===== src/rtl/evt_framer_pkg.sv =====
package evt_framer_pkg;
  localparam int WORD_W = 32;
  localparam int LEN_W  = 16;
  localparam logic [7:0] OPEN_MARK  = 8'hE5;
  localparam logic [7:0] CLOSE_MARK = 8'hF0;

  typedef enum logic [1:0] {
    PH_IDLE = 2'd0,
    PH_BODY = 2'd1,
    PH_TAIL = 2'd2
  } phase_e;

  function automatic logic [WORD_W-1:0] open_word(input logic [7:0] ch, input logic [15:0] num);
    return {OPEN_MARK, ch, num};
  endfunction

  function automatic logic [WORD_W-1:0] close_word(input logic [15:0] cnt);
    return {CLOSE_MARK, 8'h00, cnt};
  endfunction
endpackage


===== src/rtl/evt_fifo.sv =====
module evt_fifo #(
  parameter int W     = 32,
  parameter int DEPTH = 16
) (
  input  logic         clk,
  input  logic         rst_n,
  input  logic         wr_en,
  input  logic [W-1:0] wr_data,
  input  logic         rd_en,
  output logic [W-1:0] rd_data,
  output logic         empty,
  output logic         full
);
  localparam int AW = (DEPTH > 1) ? $clog2(DEPTH) : 1;
  localparam int CW = $clog2(DEPTH + 1);
  localparam logic [AW-1:0] LAST_IDX = AW'(DEPTH - 1);

  logic [W-1:0]  mem [DEPTH];
  logic [AW-1:0] wptr_q, wptr_d, rptr_q, rptr_d;
  logic [CW-1:0] cnt_q, cnt_d;

  assign empty   = (cnt_q == '0);
  assign full    = (cnt_q == CW'(DEPTH));
  assign rd_data = mem[rptr_q];

  always_comb begin
    wptr_d = wptr_q;
    rptr_d = rptr_q;
    cnt_d  = cnt_q;
    if (wr_en) wptr_d = (wptr_q == LAST_IDX) ? '0 : wptr_q + 1'b1;
    if (rd_en) rptr_d = (rptr_q == LAST_IDX) ? '0 : rptr_q + 1'b1;
    case ({wr_en, rd_en})
      2'b10:   cnt_d = cnt_q + 1'b1;
      2'b01:   cnt_d = cnt_q - 1'b1;
      default: cnt_d = cnt_q;
    endcase
  end

  always_ff @(posedge clk or negedge rst_n) begin
    if (!rst_n) begin
      wptr_q <= '0;
      rptr_q <= '0;
      cnt_q  <= '0;
    end else begin
      wptr_q <= wptr_d;
      rptr_q <= rptr_d;
      cnt_q  <= cnt_d;
    end
  end

  always_ff @(posedge clk) begin
    if (wr_en) mem[wptr_q] <= wr_data;
  end

  AST_NO_OVERFLOW: assert property (@(posedge clk) disable iff (!rst_n) wr_en |-> !full);
  AST_NO_UNDERFLOW: assert property (@(posedge clk) disable iff (!rst_n) rd_en |-> !empty);
endmodule


===== src/rtl/evt_chan_framer.sv =====
module evt_chan_framer
  import evt_framer_pkg::*;
#(
  parameter int CH_IDX = 0
) (
  input  logic              clk,
  input  logic              rst_n,
  input  logic              in_valid,
  input  logic              in_last,
  input  logic [WORD_W-1:0] in_data,
  input  logic              dfull,
  input  logic              lfull,
  output logic              in_ready,
  output logic              stall,
  output logic              dwr_en,
  output logic [WORD_W-1:0] dwr_data,
  output logic              lwr_en,
  output logic [LEN_W-1:0]  lwr_data
);
  phase_e      phase_q, phase_d;
  logic [15:0] pcnt_q, pcnt_d;
  logic [15:0] evnum_q, evnum_d;

  always_comb begin
    phase_d  = phase_q;
    pcnt_d   = pcnt_q;
    evnum_d  = evnum_q;
    in_ready = 1'b0;
    stall    = 1'b0;
    dwr_en   = 1'b0;
    dwr_data = '0;
    lwr_en   = 1'b0;
    lwr_data = '0;
    case (phase_q)
      PH_IDLE: begin
        stall = in_valid && dfull;
        if (in_valid && !dfull) begin
          dwr_en   = 1'b1;
          dwr_data = open_word(8'(CH_IDX), evnum_q);
          pcnt_d   = '0;
          phase_d  = PH_BODY;
        end
      end
      PH_BODY: begin
        in_ready = !dfull;
        stall    = in_valid && dfull;
        if (in_valid && !dfull) begin
          dwr_en   = 1'b1;
          dwr_data = in_data;
          pcnt_d   = pcnt_q + 1'b1;
          if (in_last) phase_d = PH_TAIL;
        end
      end
      PH_TAIL: begin
        stall = dfull || lfull;
        if (!dfull && !lfull) begin
          dwr_en   = 1'b1;
          dwr_data = close_word(pcnt_q);
          lwr_en   = 1'b1;
          lwr_data = LEN_W'(pcnt_q) + LEN_W'(2);
          evnum_d  = evnum_q + 1'b1;
          phase_d  = PH_IDLE;
        end
      end
      default: phase_d = PH_IDLE;
    endcase
  end

  always_ff @(posedge clk or negedge rst_n) begin
    if (!rst_n) begin
      phase_q <= PH_IDLE;
      pcnt_q  <= '0;
      evnum_q <= '0;
    end else begin
      phase_q <= phase_d;
      pcnt_q  <= pcnt_d;
      evnum_q <= evnum_d;
    end
  end

  AST_STALL_BLOCKS: assert property (@(posedge clk) disable iff (!rst_n) stall |-> !in_ready);
  AST_LEN_WITH_CLOSE: assert property (@(posedge clk) disable iff (!rst_n) lwr_en |-> dwr_en);
  AST_READY_NOT_TAIL: assert property (@(posedge clk) disable iff (!rst_n) in_ready |-> !lwr_en);
endmodule


===== src/rtl/evt_framer.sv =====
module evt_framer
  import evt_framer_pkg::*;
#(
  parameter int NCH    = 4,
  parameter int DDEPTH = 16,
  parameter int LDEPTH = 4,
  localparam int SELW  = (NCH > 1) ? $clog2(NCH) : 1,
  localparam int TW    = $clog2(NCH * DDEPTH + 1)
) (
  input  logic                  clk,
  input  logic                  rst_n,
  input  logic [NCH-1:0]        in_valid,
  input  logic [NCH-1:0]        in_last,
  input  logic [NCH*WORD_W-1:0] in_data,
  output logic [NCH-1:0]        in_ready,
  output logic [NCH-1:0]        stall,
  input  logic [TW-1:0]         threshold,
  input  logic [SELW-1:0]       rd_sel,
  input  logic                  dat_pop,
  input  logic                  len_pop,
  output logic [NCH-1:0]        dat_empty,
  output logic [NCH-1:0]        len_empty,
  output logic [WORD_W-1:0]     dat_data,
  output logic [LEN_W-1:0]      len_data,
  output logic [TW-1:0]         total,
  output logic                  irq
);
  localparam logic [TW-1:0] CAP = TW'(NCH * DDEPTH);

  logic [1:0] rst_sync_q;
  logic       rst_n_s;

  always_ff @(posedge clk or negedge rst_n) begin
    if (!rst_n) rst_sync_q <= 2'b00;
    else        rst_sync_q <= {rst_sync_q[0], 1'b1};
  end
  assign rst_n_s = rst_sync_q[1];

  logic [NCH-1:0]    dwr, lwr, dfull, lfull, drd, lrd;
  logic [WORD_W-1:0] dwr_data [NCH];
  logic [WORD_W-1:0] drd_data [NCH];
  logic [LEN_W-1:0]  lwr_data [NCH];
  logic [LEN_W-1:0]  lrd_data [NCH];

  for (genvar c = 0; c < NCH; c++) begin : g_ch
    evt_chan_framer #(.CH_IDX(c)) u_framer (
      .clk(clk), .rst_n(rst_n_s),
      .in_valid(in_valid[c]), .in_last(in_last[c]),
      .in_data(in_data[c*WORD_W +: WORD_W]),
      .dfull(dfull[c]), .lfull(lfull[c]),
      .in_ready(in_ready[c]), .stall(stall[c]),
      .dwr_en(dwr[c]), .dwr_data(dwr_data[c]),
      .lwr_en(lwr[c]), .lwr_data(lwr_data[c])
    );

    assign drd[c] = dat_pop && (rd_sel == SELW'(c)) && !dat_empty[c];
    assign lrd[c] = len_pop && (rd_sel == SELW'(c)) && !len_empty[c];

    evt_fifo #(.W(WORD_W), .DEPTH(DDEPTH)) u_dfifo (
      .clk(clk), .rst_n(rst_n_s),
      .wr_en(dwr[c]), .wr_data(dwr_data[c]),
      .rd_en(drd[c]), .rd_data(drd_data[c]),
      .empty(dat_empty[c]), .full(dfull[c])
    );

    evt_fifo #(.W(LEN_W), .DEPTH(LDEPTH)) u_lfifo (
      .clk(clk), .rst_n(rst_n_s),
      .wr_en(lwr[c]), .wr_data(lwr_data[c]),
      .rd_en(lrd[c]), .rd_data(lrd_data[c]),
      .empty(len_empty[c]), .full(lfull[c])
    );
  end

  always_comb begin
    dat_data = '0;
    len_data = '0;
    for (int c = 0; c < NCH; c++) begin
      if (rd_sel == SELW'(c)) begin
        dat_data = drd_data[c];
        len_data = lrd_data[c];
      end
    end
  end

  logic [TW-1:0] total_q, total_d, n_wr, n_rd;
  logic          irq_q, irq_d;

  always_comb begin
    n_wr = '0;
    n_rd = '0;
    for (int c = 0; c < NCH; c++) begin
      n_wr = n_wr + TW'(dwr[c]);
      n_rd = n_rd + TW'(drd[c]);
    end
    total_d = total_q + n_wr - n_rd;
    irq_d   = (total_d > threshold);
  end

  always_ff @(posedge clk or negedge rst_n_s) begin
    if (!rst_n_s) begin
      total_q <= '0;
      irq_q   <= 1'b0;
    end else begin
      total_q <= total_d;
      irq_q   <= irq_d;
    end
  end

  assign total = total_q;
  assign irq   = irq_q;

  AST_TOTAL_BOUND: assert property (@(posedge clk) disable iff (!rst_n_s) total <= CAP);
  AST_IRQ_NEEDS_DATA: assert property (@(posedge clk) disable iff (!rst_n_s) irq |-> (total != '0));
  AST_ONE_READ: assert property (@(posedge clk) disable iff (!rst_n_s) $onehot0(drd));
  AST_EMPTY_MEANS_ZERO: assert property (@(posedge clk) disable iff (!rst_n_s) (&dat_empty) |-> (total == '0));
endmodule


===== config.mk =====
export PLATFORM = sky130hd
export DESIGN_NAME = evt_framer
export DESIGN_NICKNAME = d
export VERILOG_FILES = /design/src/rtl/evt_framer_pkg.sv /design/src/rtl/evt_fifo.sv /design/src/rtl/evt_chan_framer.sv /design/src/rtl/evt_framer.sv
export SDC_FILE = /design/constraint.sdc
export NUM_CORES = 2
export LEC_CHECK = 0
export ABC_AREA = 1
export BUFFER_PORTS_ARGS = -buffer_cell sky130_fd_sc_hd__buf_2
export CELL_PAD_IN_SITES_DETAIL_PLACEMENT = 0
export CELL_PAD_IN_SITES_GLOBAL_PLACEMENT = 1
export CORE_MARGIN = 2
export CORE_UTILIZATION = 31
export DETAILED_ROUTE_END_ITERATION = 16
export GPL_ROUTABILITY_DRIVEN = 0
export PLACE_DENSITY_LB_ADDON = 0.1
export SYNTH_ARGS = -nofsm -noshare
export SYNTH_HDL_FRONTEND = slang
export SYNTH_SLANG_ARGS = --single-unit

===== constraint.sdc =====
create_clock -name clk -period 9.9 [get_ports clk]
set_input_delay 1.98 -clock clk [delete_from_list [all_inputs] [get_ports clk]]
set_output_delay 1.98 -clock clk [all_outputs]
set_load 0.02 [all_outputs]

; Word level (Yosys, flattened, before mapping)
; Memories as Yosys holds them, arrays and structs flattened.
; Cells that the tools add are included.
[word_totals]
output_inout_bits = 72
ramBits = 2304
mem_count = 8
elab_cells = 384
regBits = 226
in_bits = 149
[classes]
n_eq_ne = 67
order_cmp = 1
mux = 128
n_reduce_logical = 89
add_sub_neg = 52
[memory_table]
columns = memory, depth, width, read_ports, rd_ports_with_merged_regs, wr, line_no
row1 = g_ch[0].u_dfifo.mem, 16, 32, 1, 0, 1, evt_fifo.sv:18  ; logic [W-1:0] mem [DEPTH];
row2 = g_ch[1].u_dfifo.mem, 16, 32, 1, 0, 1, evt_fifo.sv:18
row3 = g_ch[2].u_dfifo.mem, 16, 32, 1, 0, 1, evt_fifo.sv:18
row4 = g_ch[3].u_dfifo.mem, 16, 32, 1, 0, 1, evt_fifo.sv:18
row5 = g_ch[0].u_lfifo.mem, 4, 16, 1, 0, 1, evt_fifo.sv:18
row6 = g_ch[1].u_lfifo.mem, 4, 16, 1, 0, 1, evt_fifo.sv:18
row7 = 2 more memories, n/a, n/a, n/a, n/a, n/a, n/a
[ops]
columns = cell, n
row1 = 32-bit 2-to-1 mux, 16
row2 = 32-bit case mux with 3 select lines, 4
row3 = 16-bit 2-to-1 mux, 20
row4 = "16-bit by 1-bit adder with 16-bit output, second input constant", 8
row5 = 16-bit case mux with 2 select lines, 4
row6 = "16-bit by 2-bit adder with 16-bit output, second input constant", 4
row7 = 2-bit 2-to-1 mux, 24
row8 = "2-bit equality test, second input constant", 22
row9 = 5-bit case mux with 2 select lines, 4
row10 = "4-bit by 1-bit adder with 4-bit output, second input constant", 8
row11 = "4-bit equality test, second input constant", 8
row12 = 1-bit 2-to-1 mux, 32
row13 = 4-bit 2-to-1 mux, 8
row14 = 1-bit logical AND, 28
row15 = "2-bit by 1-bit equality test with 1-bit output, second input constant", 13
row16 = "2-bit by 1-bit inequality test with 1-bit output, second input constant", 12
row17 = 2-bit case mux with 3 select lines, 4
row18 = 3-bit case mux with 2 select lines, 4
row19 = 2-bit nonzero test, 12
row20 = "5-bit by 1-bit adder with 5-bit output, second input constant", 4
row21 = "5-bit equality test, second input constant", 4
row22 = 5-bit logical NOT, 4
row23 = "5-bit by 1-bit subtractor with 5-bit output, second input constant", 4
row24 = "2-bit by 1-bit adder with 2-bit output, second input constant", 8
row25 = other kinds (19), 78

; Longest topological paths before layout
[logic_depth]
word_depth = 11
depth_mapped = 24

; By module
; A second synthesis with hierarchy kept.
[unflattened]
hier_cells = 10266
hier_area_um2 = 109969.2
[modules_own_cells]
columns = module, seq_area_each_um2, cells_each, instances, area_each_um2
row1 = evt_fifo (g_ch[1].u_dfifo), 15700.1, 1833, 1, 21418.0
row2 = evt_fifo (g_ch[3].u_dfifo), 15700.1, 1835, 1, 21418.0
row3 = evt_fifo (g_ch[0].u_dfifo), 15700.1, 1833, 1, 21414.3
row4 = evt_fifo (g_ch[2].u_dfifo), 15700.1, 1833, 1, 21409.3
row5 = evt_fifo (g_ch[0].u_lfifo ...), 2097.0, 241, 4, 2996.6
row6 = evt_chan_framer (g_ch[3].u_framer), 850.8, 398, 1, 2588.7
row7 = evt_chan_framer (g_ch[0].u_framer), 850.8, 396, 1, 2566.2
row8 = evt_chan_framer (g_ch[1].u_framer), 850.8, 389, 1, 2519.9
row9 = evt_chan_framer (g_ch[2].u_framer), 850.8, 395, 1, 2511.2
row10 = evt_framer, 250.2, 390, 1, 2137.0

; Worst setup path before layout
; OpenSTA, ideal clock, no wires.
[synth_path]
kind = input to register
startpoint = input port in_valid[3]
endpoint = register irq_q (netlist: irq)
slack_ns = 3.914
path_buffers = 2
stages = 20
arrival_time_ns = 5.850
cell_sequence = clkbuf_1 -> nand2_1 -> inv_2 -> nand2_2 -> nand2_1 -> buf_2 -> inv_1 -> fa_1 -> fa_1 -> fa_1 -> inv_1 -> ha_1 -> fa_1 -> a211oi_1 -> xnor2_1 -> ha_1 -> nand2_1 -> nor2_1 -> a211oi_1 -> a22oi_1
[synth_via]
elab_chain_len = 7
[synth_rtl]
columns = item, line_no
row1 = "start, declared", evt_framer.sv:12  ; input logic [NCH-1:0] in_valid,
row2 = 1-bit logical AND, "evt_chan_framer.sv:37, evt_chan_framer.sv:47"
row3 = 1-bit 2-to-1 mux, "evt_chan_framer.sv:37, evt_chan_framer.sv:47"
row4 = 1-bit case mux with 2 select lines, evt_chan_framer.sv:34  ; case (phase_q)
row5 = 3-bit by 1-bit adder with 4-bit output, evt_framer.sv:92  ; n_wr = n_wr + TW'(dwr[c]);
row6 = 7-bit by 4-bit adder with 7-bit output, evt_framer.sv:95  ; total_d = total_q + n_wr - n_rd;
row7 = 7-bit by 4-bit subtractor with 7-bit output, evt_framer.sv:95
row8 = named net total_d[5], evt_framer.sv:85  ; logic [TW-1:0] total_q, total_d, n_wr, n_rd;
row9 = 7-bit greater-than comparator, evt_framer.sv:96  ; irq_d = (total_d > threshold);
row10 = named net irq_d, evt_framer.sv:86  ; logic irq_q, irq_d;
row11 = "end signal, assigned", evt_framer.sv:105  ; irq_q <= irq_d;
row12 = "end, declared", evt_framer.sv:86
; The timed path passes the listed nets, and every way through them passes these cells.
; A chain may end at the register's enable or synchronous reset.

; Worst setup path in the final report
[layout_path]
startpoint = register g_ch[2].u_dfifo.rptr_q[0]
endpoint = output port dat_data[0]
[layout_via]
elab_chain_len = 3
[layout_rtl]
columns = item, line_no
row1 = "start, declared", evt_fifo.sv:19  ; logic [AW-1:0] wptr_q, wptr_d, rptr_q, rptr_d;
row2 = "start signal, assigned", evt_fifo.sv:46  ; rptr_q <= rptr_d;
row3 = memory read 16 x 32 bit, n/a
row4 = 32-bit 2-to-1 mux (2 in a row), evt_framer.sv:78  ; if (rd_sel == SELW'(c)) begin
row5 = "end, declared", evt_framer.sv:23  ; output logic [WORD_W-1:0] dat_data,
; Every way passes these cells.

==> reports/results.tsv <==
stage	metric	value	unit
sta	Final period util	73.6	%
yosys	synthesized netlist cell count	10417	
critical_path	CP Max Fanout	167	
sta	Slew Limit Fails	0	
route	drt via density	4.82	
yosys	Netlist Area Pre-Place	0.110	mm²
critical_path	Worst path slowest cell	buf_4	
clock_network	postcts setup bufs	0	
yosys	distinct cell type count of the synthesized netlist	50	
clock_network	CTS tree	done	
job	Max-Cap Viols	0	
floorplanning	Die X	599	µm
floorplanning	Die Area	0.359	mm²
global_routing	GRT overflow	0	
yosys	Top FF cell, synth	edfxtp_1	
critical_path	crit path cell chain	inv_8, buf_4, nand2_1, nand2_1, nand2_1, nand2_1, inv_1, nand2_1, nand2_1, nand2_1, nand2_1, nand4_1, buf_2	
clock_network	worst-skew pair later-pin latency	0.91	ns
finish	fraction of layout cells with a size suffix above 1	9.18	%
finish	most frequent cells in the layout	nand2_1 (3324), edfxtp_1 (2304), nor2_1 (1006)	
sta	hold violation count in the final report	0	
floorplanning	I/O pins	221	
yosys	area share of the leading cell type in the synthesized netlist	63.1	%
sta	Tmin final	7.28	ns
clock_network	CTS hold repair buffers	0	
place	hpwl dp	227	mm
sta	setup repair after global routing missed its margin	no	
sta	Tightest Pin Transition	1.30	ns
clock_network	H-tree depth	5	
global_routing	Total GRT Usage	21.1	%
critical_path	Critical Path AT	5.30	ns
yosys	Syn. warnings	0	
clock_network	quantity of gates resized following cts	0	
critical_path	crit-path most repeated cell	nand2_1	
sta	Setup TNS	0	ns
critical_path	Worst Path Buf+Inv	4	
yosys	net count after synthesis	10667	
route	initial DRC count	5705	
critical_path	kind of end point of the critical path	primary output	
global_routing	antenna violations before repair	28	
sta	Max Fclk	137	MHz
hold_path	Hold WC Path Type	flip-flop to flip-flop	
yosys	area leader, netlist	edfxtp_1	
sta	Rel. slew slack	12.9	%
pwr	LEAKAGE	48.3	nW
finish	Area Overhead vs Synth	14.6	%
critical_path	delay-heaviest family, CP	buffers and inverters	
sta	worst hold slack	0.353	ns
floorplanning	Die H	599	µm
route	final WL	385	mm
clock_network	clk buf depth	4	
route	drt wl/cell	24.7	µm
clock_network	# clock sinks	2530	
yosys	syn avg cell area	10.5	µm²
route	DRC errors left	0	
yosys	async set or reset register ratio after synthesis	8.93	%
finish	NumNets Final	10868	
sta	final setup fails	0	
critical_path	kind of critical path	flip-flop to primary output	
route	antenna-violating nets left	0	
route	DRT Pass-1 Iters	5	
critical_path	crit-path max cell delay	1.01	ns
pwr	Power Total	39.2	mW
pwr	pwr dens	312	mW/mm²
clock_network	clock root buffer	clkbuf_16	
floorplanning	CORE AREA	0.352	mm²
floorplanning	Starting Density	31.1	%
yosys	flops & latches, synth	2530	
global_routing	largest net degree at the start of global routing	208	
route	via count	75105	
yosys	Post-synth EDFFs	2304	
finish	most common cell after layout, fill and taps aside	nand2_1	
place	Port Buffer Count	220	
critical_path	startpoint types	flip-flop	
clock_network	Reg clk slew, reported paths	0.06	ns
yosys	Seq/Total Area, Yosys	68.2	%
status	outcome	finished, final reports clean	
global_routing	vias in the first global route	72776	
pwr	Peak VDD IR	0.214	mV
floorplanning	FP Rows	218	
critical_path	Worst EP required	7.92	ns
sta	clock skew after layout	0.0313	ns
yosys	top cells by area, synth	edfxtp_1 (63%), nand2_1 (11%), dfrtp_1 (5.2%)	
global_routing	first-pass GRT wire length	544	mm
clock_network	Num CTS Buffers	303	
power by group:
part | internal [mW] | switching (mW) | total [mW]
combinational | 3.19 | 10.9 | 14.1
sequential | 13.8 | 0.640 | 14.4
clock | 6.18 | 4.48 | 10.7
cell usage after synthesis, types with 61 or more instances:
library cell     n
nand2_1       3324
edfxtp_1      2304
nor2_1        1072
nand3_1        913
inv_1          688
o21ai_0        578
buf_2          248
dfrtp_1        226
a21oi_1        175
clkbuf_1       167
o211ai_1        90
ha_1            86
nand4_1         78
xor2_1          76
buf_1           61
metrics by stage:
step	cell area (µm²)	setup slack, ns	util, %	std cells
after CTS	126000	2.60	35.7	15583
after global placement	116000	2.60	33.0	15042
final	126000	2.62	35.7	15595
after global routing	126000	2.40	35.7	15587
after floorplan	110000	3.14	-	10417
after detailed placement	116000	2.72	33.0	15042
sequential cells by signal (all words and copies together) (netlist names), 12 cells and up:
register               flops
g_ch.u_dfifo.rptr_q       16
g_ch.u_dfifo.wptr_q       16
g_ch.u_framer.evnum_q     64
g_ch.u_lfifo.mem         256
g_ch.u_dfifo.mem        2048
g_ch.u_dfifo.cnt_q        20
g_ch.u_lfifo.cnt_q        12
g_ch.u_framer.pcnt_q      64
area by class of cell:
type | count | area [µm²]
Inverter | 713 | 2710
Timing Repair Buffer | 432 | 2760
Multi-Input combinational cell | 6638 | 30200
Clock buffer | 395 | 8220
Antenna cell | 11 | 27.5
Fill cell | 35177 | 227000
Sequential cell | 2530 | 74900
Clock inverter | 146 | 1100
Tap cell | 4730 | 5920
routing by layer:
layer / global-route usage [%] / vias to the layer above / wire length (µm)
li1: - / 35493 / -
met1: 29.5 / 37594 / 178000
met2: 34.8 / 1600 / 181000
met3: 2.84 / 412 / 16700
met4: 4.99 / 6 / 9440
met5: 0 / - / 34
kinds of logic after synthesis:
| group | count (synthesis) | share of synthesized area, % |
|---|---|---|
| simple gates | 5502 | 20.3 |
| flops | 2530 | 68.2 |
| buf+inv | 1249 | 4.79 |
| compound gates | 928 | 4.57 |
| xor+xnor | 106 | 0.846 |
| fa+ha+maj | 101 | 1.25 |
| other cells | 1 | 0.00342 |
worst paths after layout:
kind	start	endpoint	slack, ns	cells past startpoint
setup / recovery	g_ch[2].u_dfifo.rptr_q[0]	dat_data[0]	2.62	13
hold / removal	rst_sync_q[0]	rst_sync_q[1]	0.35	0
setup reg to reg	g_ch[2].u_dfifo.cnt_q[0]	irq	4.08	20
hold reg to reg	rst_sync_q[0]	rst_sync_q[1]	0.35	0
max in group asynchronous	rst_sync_q[1]	g_ch[1].u_framer.evnum_q[6]	7.53	2
min in group asynchronous	rst_sync_q[1]	g_ch[3].u_lfifo.cnt_q[0]	0.40	0
Note: power is estimated with default switching activity, not from simulation.
